File: src/rtl/etx_pkg.sv
package etx_pkg;
    localparam int BYTE_W = 8;

    localparam logic [BYTE_W-1:0] ESC_BYTE    = 8'h00;
    localparam logic [BYTE_W-1:0] CMD_BRK_ON  = 8'h81;
    localparam logic [BYTE_W-1:0] CMD_PAUSE   = 8'h82;
    localparam logic [BYTE_W-1:0] CMD_BRK_OFF = 8'h83;

    typedef enum logic [1:0] {
        PS_DATA = 2'd0,
        PS_CMD  = 2'd1,
        PS_LEN  = 2'd2
    } parse_e;

    typedef struct packed {
        parse_e             st;
        logic               brk;
        logic               err;
        logic               ov;
        logic [BYTE_W-1:0]  od;
    } core_s;
endpackage

File: src/rtl/etx_tick_div.sv
module etx_tick_div #(
    parameter int DIV = 4
) (
    input  logic clk,
    input  logic rst_n,
    input  logic clr,
    input  logic en,
    output logic tick
);
    localparam int PW = (DIV > 1) ? $clog2(DIV) : 1;

    logic [PW-1:0] pre_d, pre_q;

    always_comb begin
        tick  = en && (pre_q == PW'(DIV - 1));
        pre_d = pre_q;
        if (clr)       pre_d = '0;
        else if (tick) pre_d = '0;
        else if (en)   pre_d = pre_q + PW'(1);
    end

    always_ff @(posedge clk or negedge rst_n) begin
        if (!rst_n) pre_q <= '0;
        else        pre_q <= pre_d;
    end


    pre_range_chk: assert property (@(posedge clk) disable iff (!rst_n)
        !en |=> $stable(pre_q) || pre_q == '0);
endmodule

File: src/rtl/etx_delay_count.sv
module etx_delay_count #(
    parameter int DIV = 4,
    parameter int CW  = 8
) (
    input  logic          clk,
    input  logic          rst_n,
    input  logic          load,
    input  logic [CW-1:0] len,
    output logic          running
);
    logic          tick;
    logic [CW-1:0] cnt_d, cnt_q;

    etx_tick_div #(.DIV(DIV)) u_tick (
        .clk   (clk),
        .rst_n (rst_n),
        .clr   (load),
        .en    (running),
        .tick  (tick)
    );

    always_comb begin
        running = (cnt_q != '0);
        cnt_d   = cnt_q;
        if (load)      cnt_d = len;
        else if (tick) cnt_d = cnt_q - CW'(1);
    end

    always_ff @(posedge clk or negedge rst_n) begin
        if (!rst_n) cnt_q <= '0;
        else        cnt_q <= cnt_d;
    end


    load_len_chk: assert property (@(posedge clk) disable iff (!rst_n)
        load |=> cnt_q == $past(len));


    step_chk: assert property (@(posedge clk) disable iff (!rst_n)
        (running && !load) |=> (cnt_q == $past(cnt_q)) || (cnt_q == CW'($past(cnt_q) - CW'(1))));
endmodule

File: src/rtl/etx_cmd_interp.sv
module etx_cmd_interp
    import etx_pkg::*;
#(
    parameter int TICK_DIV = 4
) (
    input  logic              clk,
    input  logic              rst_n,
    input  logic              cmd_en,
    input  logic              in_valid,
    input  logic [BYTE_W-1:0] in_data,
    output logic              in_ready,
    output logic              out_valid,
    output logic [BYTE_W-1:0] out_data,
    input  logic              out_ready,
    output logic              line_break,
    output logic              busy,
    output logic              cmd_err
);
    core_s             q, d;
    logic              running;
    logic              load;
    logic              take;
    logic              acc;
    logic              slot_free;
    logic              is_esc;

    etx_delay_count #(.DIV(TICK_DIV), .CW(BYTE_W)) u_delay (
        .clk     (clk),
        .rst_n   (rst_n),
        .load    (load),
        .len     (in_data),
        .running (running)
    );

    always_comb begin
        d         = q;
        take      = 1'b0;
        load      = 1'b0;
        in_ready  = 1'b0;
        slot_free = !q.ov || out_ready;
        is_esc    = (in_data == ESC_BYTE);

        // Acceptance: data needs a free slot and no break; commands need an empty slot.
        case (q.st)
            PS_DATA: begin
                if (!running) begin
                    if (cmd_en && is_esc) in_ready = 1'b1;
                    else                  in_ready = slot_free && !q.brk;
                end
            end
            PS_CMD:  in_ready = is_esc ? (slot_free && !q.brk) : !q.ov;
            PS_LEN:  in_ready = 1'b1;
            default: in_ready = 1'b0;
        endcase

        acc = in_valid && in_ready;

        if (q.ov && out_ready) d.ov = 1'b0;

        if (acc) begin
            case (q.st)
                PS_DATA: begin
                    if (cmd_en && is_esc) d.st = PS_CMD;
                    else                  take = 1'b1;
                end
                PS_CMD: begin
                    d.st = PS_DATA;
                    case (in_data)
                        ESC_BYTE:    take  = 1'b1;
                        CMD_BRK_ON:  d.brk = 1'b1;
                        CMD_BRK_OFF: d.brk = 1'b0;
                        CMD_PAUSE:   d.st  = PS_LEN;
                        default:     d.err = 1'b1;
                    endcase
                end
                PS_LEN: begin
                    d.st = PS_DATA;
                    load = 1'b1;
                end
                default: d.st = PS_DATA;
            endcase
        end

        if (take) begin
            d.ov = 1'b1;
            d.od = in_data;
        end
    end

    always_ff @(posedge clk or negedge rst_n) begin
        if (!rst_n) begin
            q.st  <= PS_DATA;
            q.brk <= 1'b0;
            q.err <= 1'b0;
            q.ov  <= 1'b0;
            q.od  <= '0;
        end else begin
            q <= d;
        end
    end

    assign out_valid  = q.ov;
    assign out_data   = q.od;
    assign line_break = q.brk;
    assign cmd_err    = q.err;
    assign busy       = (q.st != PS_DATA) || running;


    out_hold_chk: assert property (@(posedge clk) disable iff (!rst_n)
        (out_valid && !out_ready) |=> out_valid && $stable(out_data));


    brk_gate_chk: assert property (@(posedge clk) disable iff (!rst_n)
        (line_break && !out_valid) |=> !out_valid);


    err_sticky_chk: assert property (@(posedge clk) disable iff (!rst_n)
        cmd_err |=> cmd_err);


    pause_stall_chk: assert property (@(posedge clk) disable iff (!rst_n)
        running |-> !in_ready);


    cmd_drop_chk: assert property (@(posedge clk) disable iff (!rst_n)
        (in_valid && in_ready && q.st == PS_CMD && in_data != ESC_BYTE) |=> !out_valid);


    busy_seq_chk: assert property (@(posedge clk) disable iff (!rst_n)
        (in_valid && in_ready && q.st == PS_DATA && cmd_en && in_data == ESC_BYTE) |=> busy);
endmodule

File: config.mk
export PLATFORM = sky130hd
export DESIGN_NAME = etx_cmd_interp
export DESIGN_NICKNAME = d
export VERILOG_FILES = /design/src/rtl/etx_pkg.sv /design/src/rtl/etx_tick_div.sv /design/src/rtl/etx_delay_count.sv /design/src/rtl/etx_cmd_interp.sv
export SDC_FILE = /design/constraint.sdc
export NUM_CORES = 1
export LEC_CHECK = 0
export ABC_AREA = 0
export ABC_CLOCK_PERIOD_IN_PS = 2300
export BUFFER_PORTS_ARGS = -buffer_cell sky130_fd_sc_hd__buf_2
export CAP_MARGIN = 15
export CORE_ASPECT_RATIO = 0.8
export CORE_MARGIN = 2
export CORE_UTILIZATION = 51
export CTS_BUF_LIST = sky130_fd_sc_hd__clkbuf_8
export DETAILED_ROUTE_END_ITERATION = 10
export PLACE_DENSITY = 0.78
export SLEW_MARGIN = 30
export SYNTH_ARGS = -nofsm -noshare
export SYNTH_HDL_FRONTEND = slang
export SYNTH_SLANG_ARGS = --single-unit
File: constraint.sdc
create_clock -name clk -period 2.3 [get_ports clk]
set_input_delay 0.115 -clock clk [delete_from_list [all_inputs] [get_ports clk]]
set_output_delay 0.115 -clock clk [all_outputs]
set_load 0.01 [all_outputs]
==> impl_metrics.py <==
metrics = {
    "die": {
        "start_util_pct": 54.0,
        "pin_count": 26,
        "rows": 16,
        "die_h_um": 49.5,
        "die-area_um2": 3010,
        "core_area_um2": 2440,
        "die_w_um": 60.9,
    },
    "global_routing": {
        "grt_pass1_vias": 891,
        "antenna_found_initial": 0,
        "grt.busiest_layer": "met2",
        "grt_usage_pct": 18.4,
        "grt_max_degree": 24,
        "grt.met1_usage_pct": 25.9,
        "overflow": 0,
        "grt_pass1_wl_mm": 4.14,
        "met3_usage_pct": 5.51,
        "use_met2_pct": 29.2,
    },
    "cells_and_area": {
        "utilization_pct": 62.3,
        "antennaDiodeCount": 0,
        "drive_gt1_share_pct": 32.5,
        "area_growth_pct": 15.5,
        "fin_nets": 168,
        "fin_cells": 187,
    },
    "yosys": {
        "synth_edf_count": 0,
        "synth-main-ff-cell": "dfrtp_1",
        "netlist_instances": 126,
        "ys_async_sr_fraction_pct": 100,
        "synth_area_um2": 1320,
        "synth_nets": 142,
        "ys_warn_count": 0,
        "synth.most_common_cell": "dfrtp_1",
        "syn_area_per_cell_um2": 10.5,
        "netlist.area_leader.share_pct": 43.6,
        "ys_seq_area_share_pct": 43.6,
        "ys_ff_latch": 23,
        "synth_cell_types": 35,
        "yosys-top-cells-area": "dfrtp_1 44%, mux2_4 9.1%, a21oi_1 4.6%",
        "synth_area_leader_cell": "dfrtp_1",
        "yosys-top-cells-count": "23 x dfrtp_1, 13 x nor2_1, 12 x a21oi_1, 9 x nand2_1",
    },
    "worst_setup_path": {
        "required_ns": 2.18,
        "critPathMaxFanout": 4,
        "endpoint_kind": "output port",
        "worstPathArrival_ns": 2.09,
        "max_stage_delay_ns": 0.48,
        "cpLargestDelayFamily": "simple AND/OR/NAND/NOR gates",
        "critPathKind": "flop to output port",
        "cpMaxStageDelayCell": "or3b_2",
        "worstPathCellList": "inv_1 > ha_1 > or3b_2 > nor2_2 > buf_4 > nand2_1 > a21oi_1 > a211o_1 > buf_2",
        "worst-path-buf-inv": 3,
        "critPathLaunchType": "flop",
    },
    "cts": {
        "cts_buffers": 3,
        "clk_path_buf_depth": 2,
        "clkLatencyLatePin_ns": 0.26,
        "post_cts_buffers": 0,
        "cts_tree": "yes",
        "cts-root-buf": "clkbuf_8",
        "h-tree-depth": 1,
        "clkTransAtPathRegs_ns": 0.08,
        "cts_sinks": 23,
    },
    "flow_run": {
        "maxCapViolations": 0,
    },
    "power": {
        "switchingPower_w": 0.000428,
        "internal_power_w": 0.000900,
        "pwr-share-seq_pct": 48.1,
        "swShare_pct": 32.2,
        "p_comb_share_pct": 33.3,
        "finalPower_w": 0.00133,
        "power_density_nw_per_um2": 872,
        "p_leak_nw": 0.691,
        "ir_worst_vdd_mv": 0.487,
        "pwr-share-clk_pct": 18.6,
    },
    "route": {
        "ant_nets": 0,
        "drt-vias-per-instance": 5.48,
        "drtIter0Drc": 85,
        "wl_per_cell_um": 15.0,
        "dr.pass1.iters": 4,
        "routed_wl_mm": 2.81,
        "vias": 1025,
        "route.detailed.drc": 0,
    },
    "sta": {
        "setup_viol": 0,
        "hold_viol": 0,
        "finClkSkew_ns": 0.00114,
        "slew_viol_final": 0,
        "slew_headroom_pct": 65.2,
        "fmax_ghz": 0.454,
        "tightest_slew_ns": 0.523,
        "min_period_over_period_pct": 95.7,
        "period_minus_slack_ns": 2.20,
        "rsz0062_at_grt": "no",
        "setup_tns_ns": 0,
    },
    "place": {
        "place_congestion": 0.818,
        "dp_hpwl_mm": 2.05,
        "placed_cells": 181,
        "port_buffers": 25,
    },
    "status": {
        "outcome": "complete, no violations",
    },
    "min_path": {
        "hold_class": "input pin to flop",
    },
}
==> layout make-up <==
class	count	area, µm²
clock inverters	1	5.00
flip-flops and latches	23	576
repair buffers	29	158
clock buffers	3	41.3
fillers	210	920
inverters	5	18.8
multi-input cells	90	679
well taps	36	45.0
==> metrics by stage <==
step | hold slack (ns) | worst slack (ns) | area (µm²)
floorplan | -0.181 | 0.0586 | 1320
global placement | 0.109 | 0.117 | 1450
detailed placement | 0.116 | 0.0506 | 1450
CTS | 0.111 | 0.0558 | 1500
global route | 0.108 | 0.0166 | 1520
finish | 0.110 | 0.0994 | 1520
==> final timing paths <==
path                       cells after the start                       to              from  slack, ns
hold / removal                                 2  u_delay.u_tick.pre_q[0]          in_valid       0.11
setup / recovery                               9                 in_ready  u_delay.cnt_q[0]        0.1
hold reg to reg                                1                  cmd_err           cmd_err       0.48
max in group asynchronous                      2                out_valid             rst_n       1.60
min in group asynchronous                      2                  cmd_err             rst_n       0.36
setup reg to reg                               7              out_data[4]  u_delay.cnt_q[0]       0.11
==> logic make-up (layout without fill, tap and decap cells) <==
group,after synthesis,in the layout,synth area share (%)
and+or+nand+nor,43,43,17.1
muxes,10,10,10.7
buffers and inverters,14,38,6.26
DFF,23,23,43.6
adders and majority gates,3,3,2.85
AOI/OAI and AO/OA,26,27,14.8
xor gates and xnor gates,7,7,4.65
==> layout by cell type, fill, tap and decap left out, types with 2 or more instances in the layout <==
master / instances
or3_1: 3
nor3_1: 2
nand2b_1: 3
nor2_1: 12
clkbuf_8: 3
or4_1: 3
buf_4: 3
dfrtp_1: 23
inv_1: 5
nor2b_1: 4
mux2_4: 8
nand2_1: 9
a21oi_1: 12
o21ai_0: 4
xor2_1: 4
xnor2_1: 3
ha_1: 3
buf_2: 25
==> power groups by stage <==
stage / Combinational, W / Clock [W] / Sequential (W)
2_1_floorplan: 0.000392 / 0 / 0.000621
3_3_place_gp: 0.000419 / 0 / 0.000634
3_5_place_dp: 0.000438 / 0 / 0.000642
4_1_cts: 0.000442 / 0.000252 / 0.000638
5_1_grt: 0.000484 / 0.000281 / 0.000654
6_report: 0.000442 / 0.000247 / 0.000639
==> repair_timing <==
item,CTS,global route
hold endpoints to repair,23,0
setup endpoints to repair,0,9
hold buffers,1,0
gates resized for setup,0,2
==> per-layer routing <==
| metal | part of all wire [%] | up-vias |
|---|---|---|
| li1 | - | 493 |
| met1 | 44 | 490 |
| met2 | 48 | 40 |
| met3 | 7.1 | 2 |
| met4 | 0.36 | 0 |
| met5 | 0 | - |
==> state kept, by name, summed over array words and instances, names as in the netlist <==
| name | flops |
|---|---|
| cmd_err | 1 |
| line_break | 1 |
| out_data | 8 |
| out_valid | 1 |
| q | 2 |
| u_delay.cnt_q | 8 |
| u_delay.u_tick.pre_q | 2 |
No activity file was read; power rests on OpenSTA's default activity.
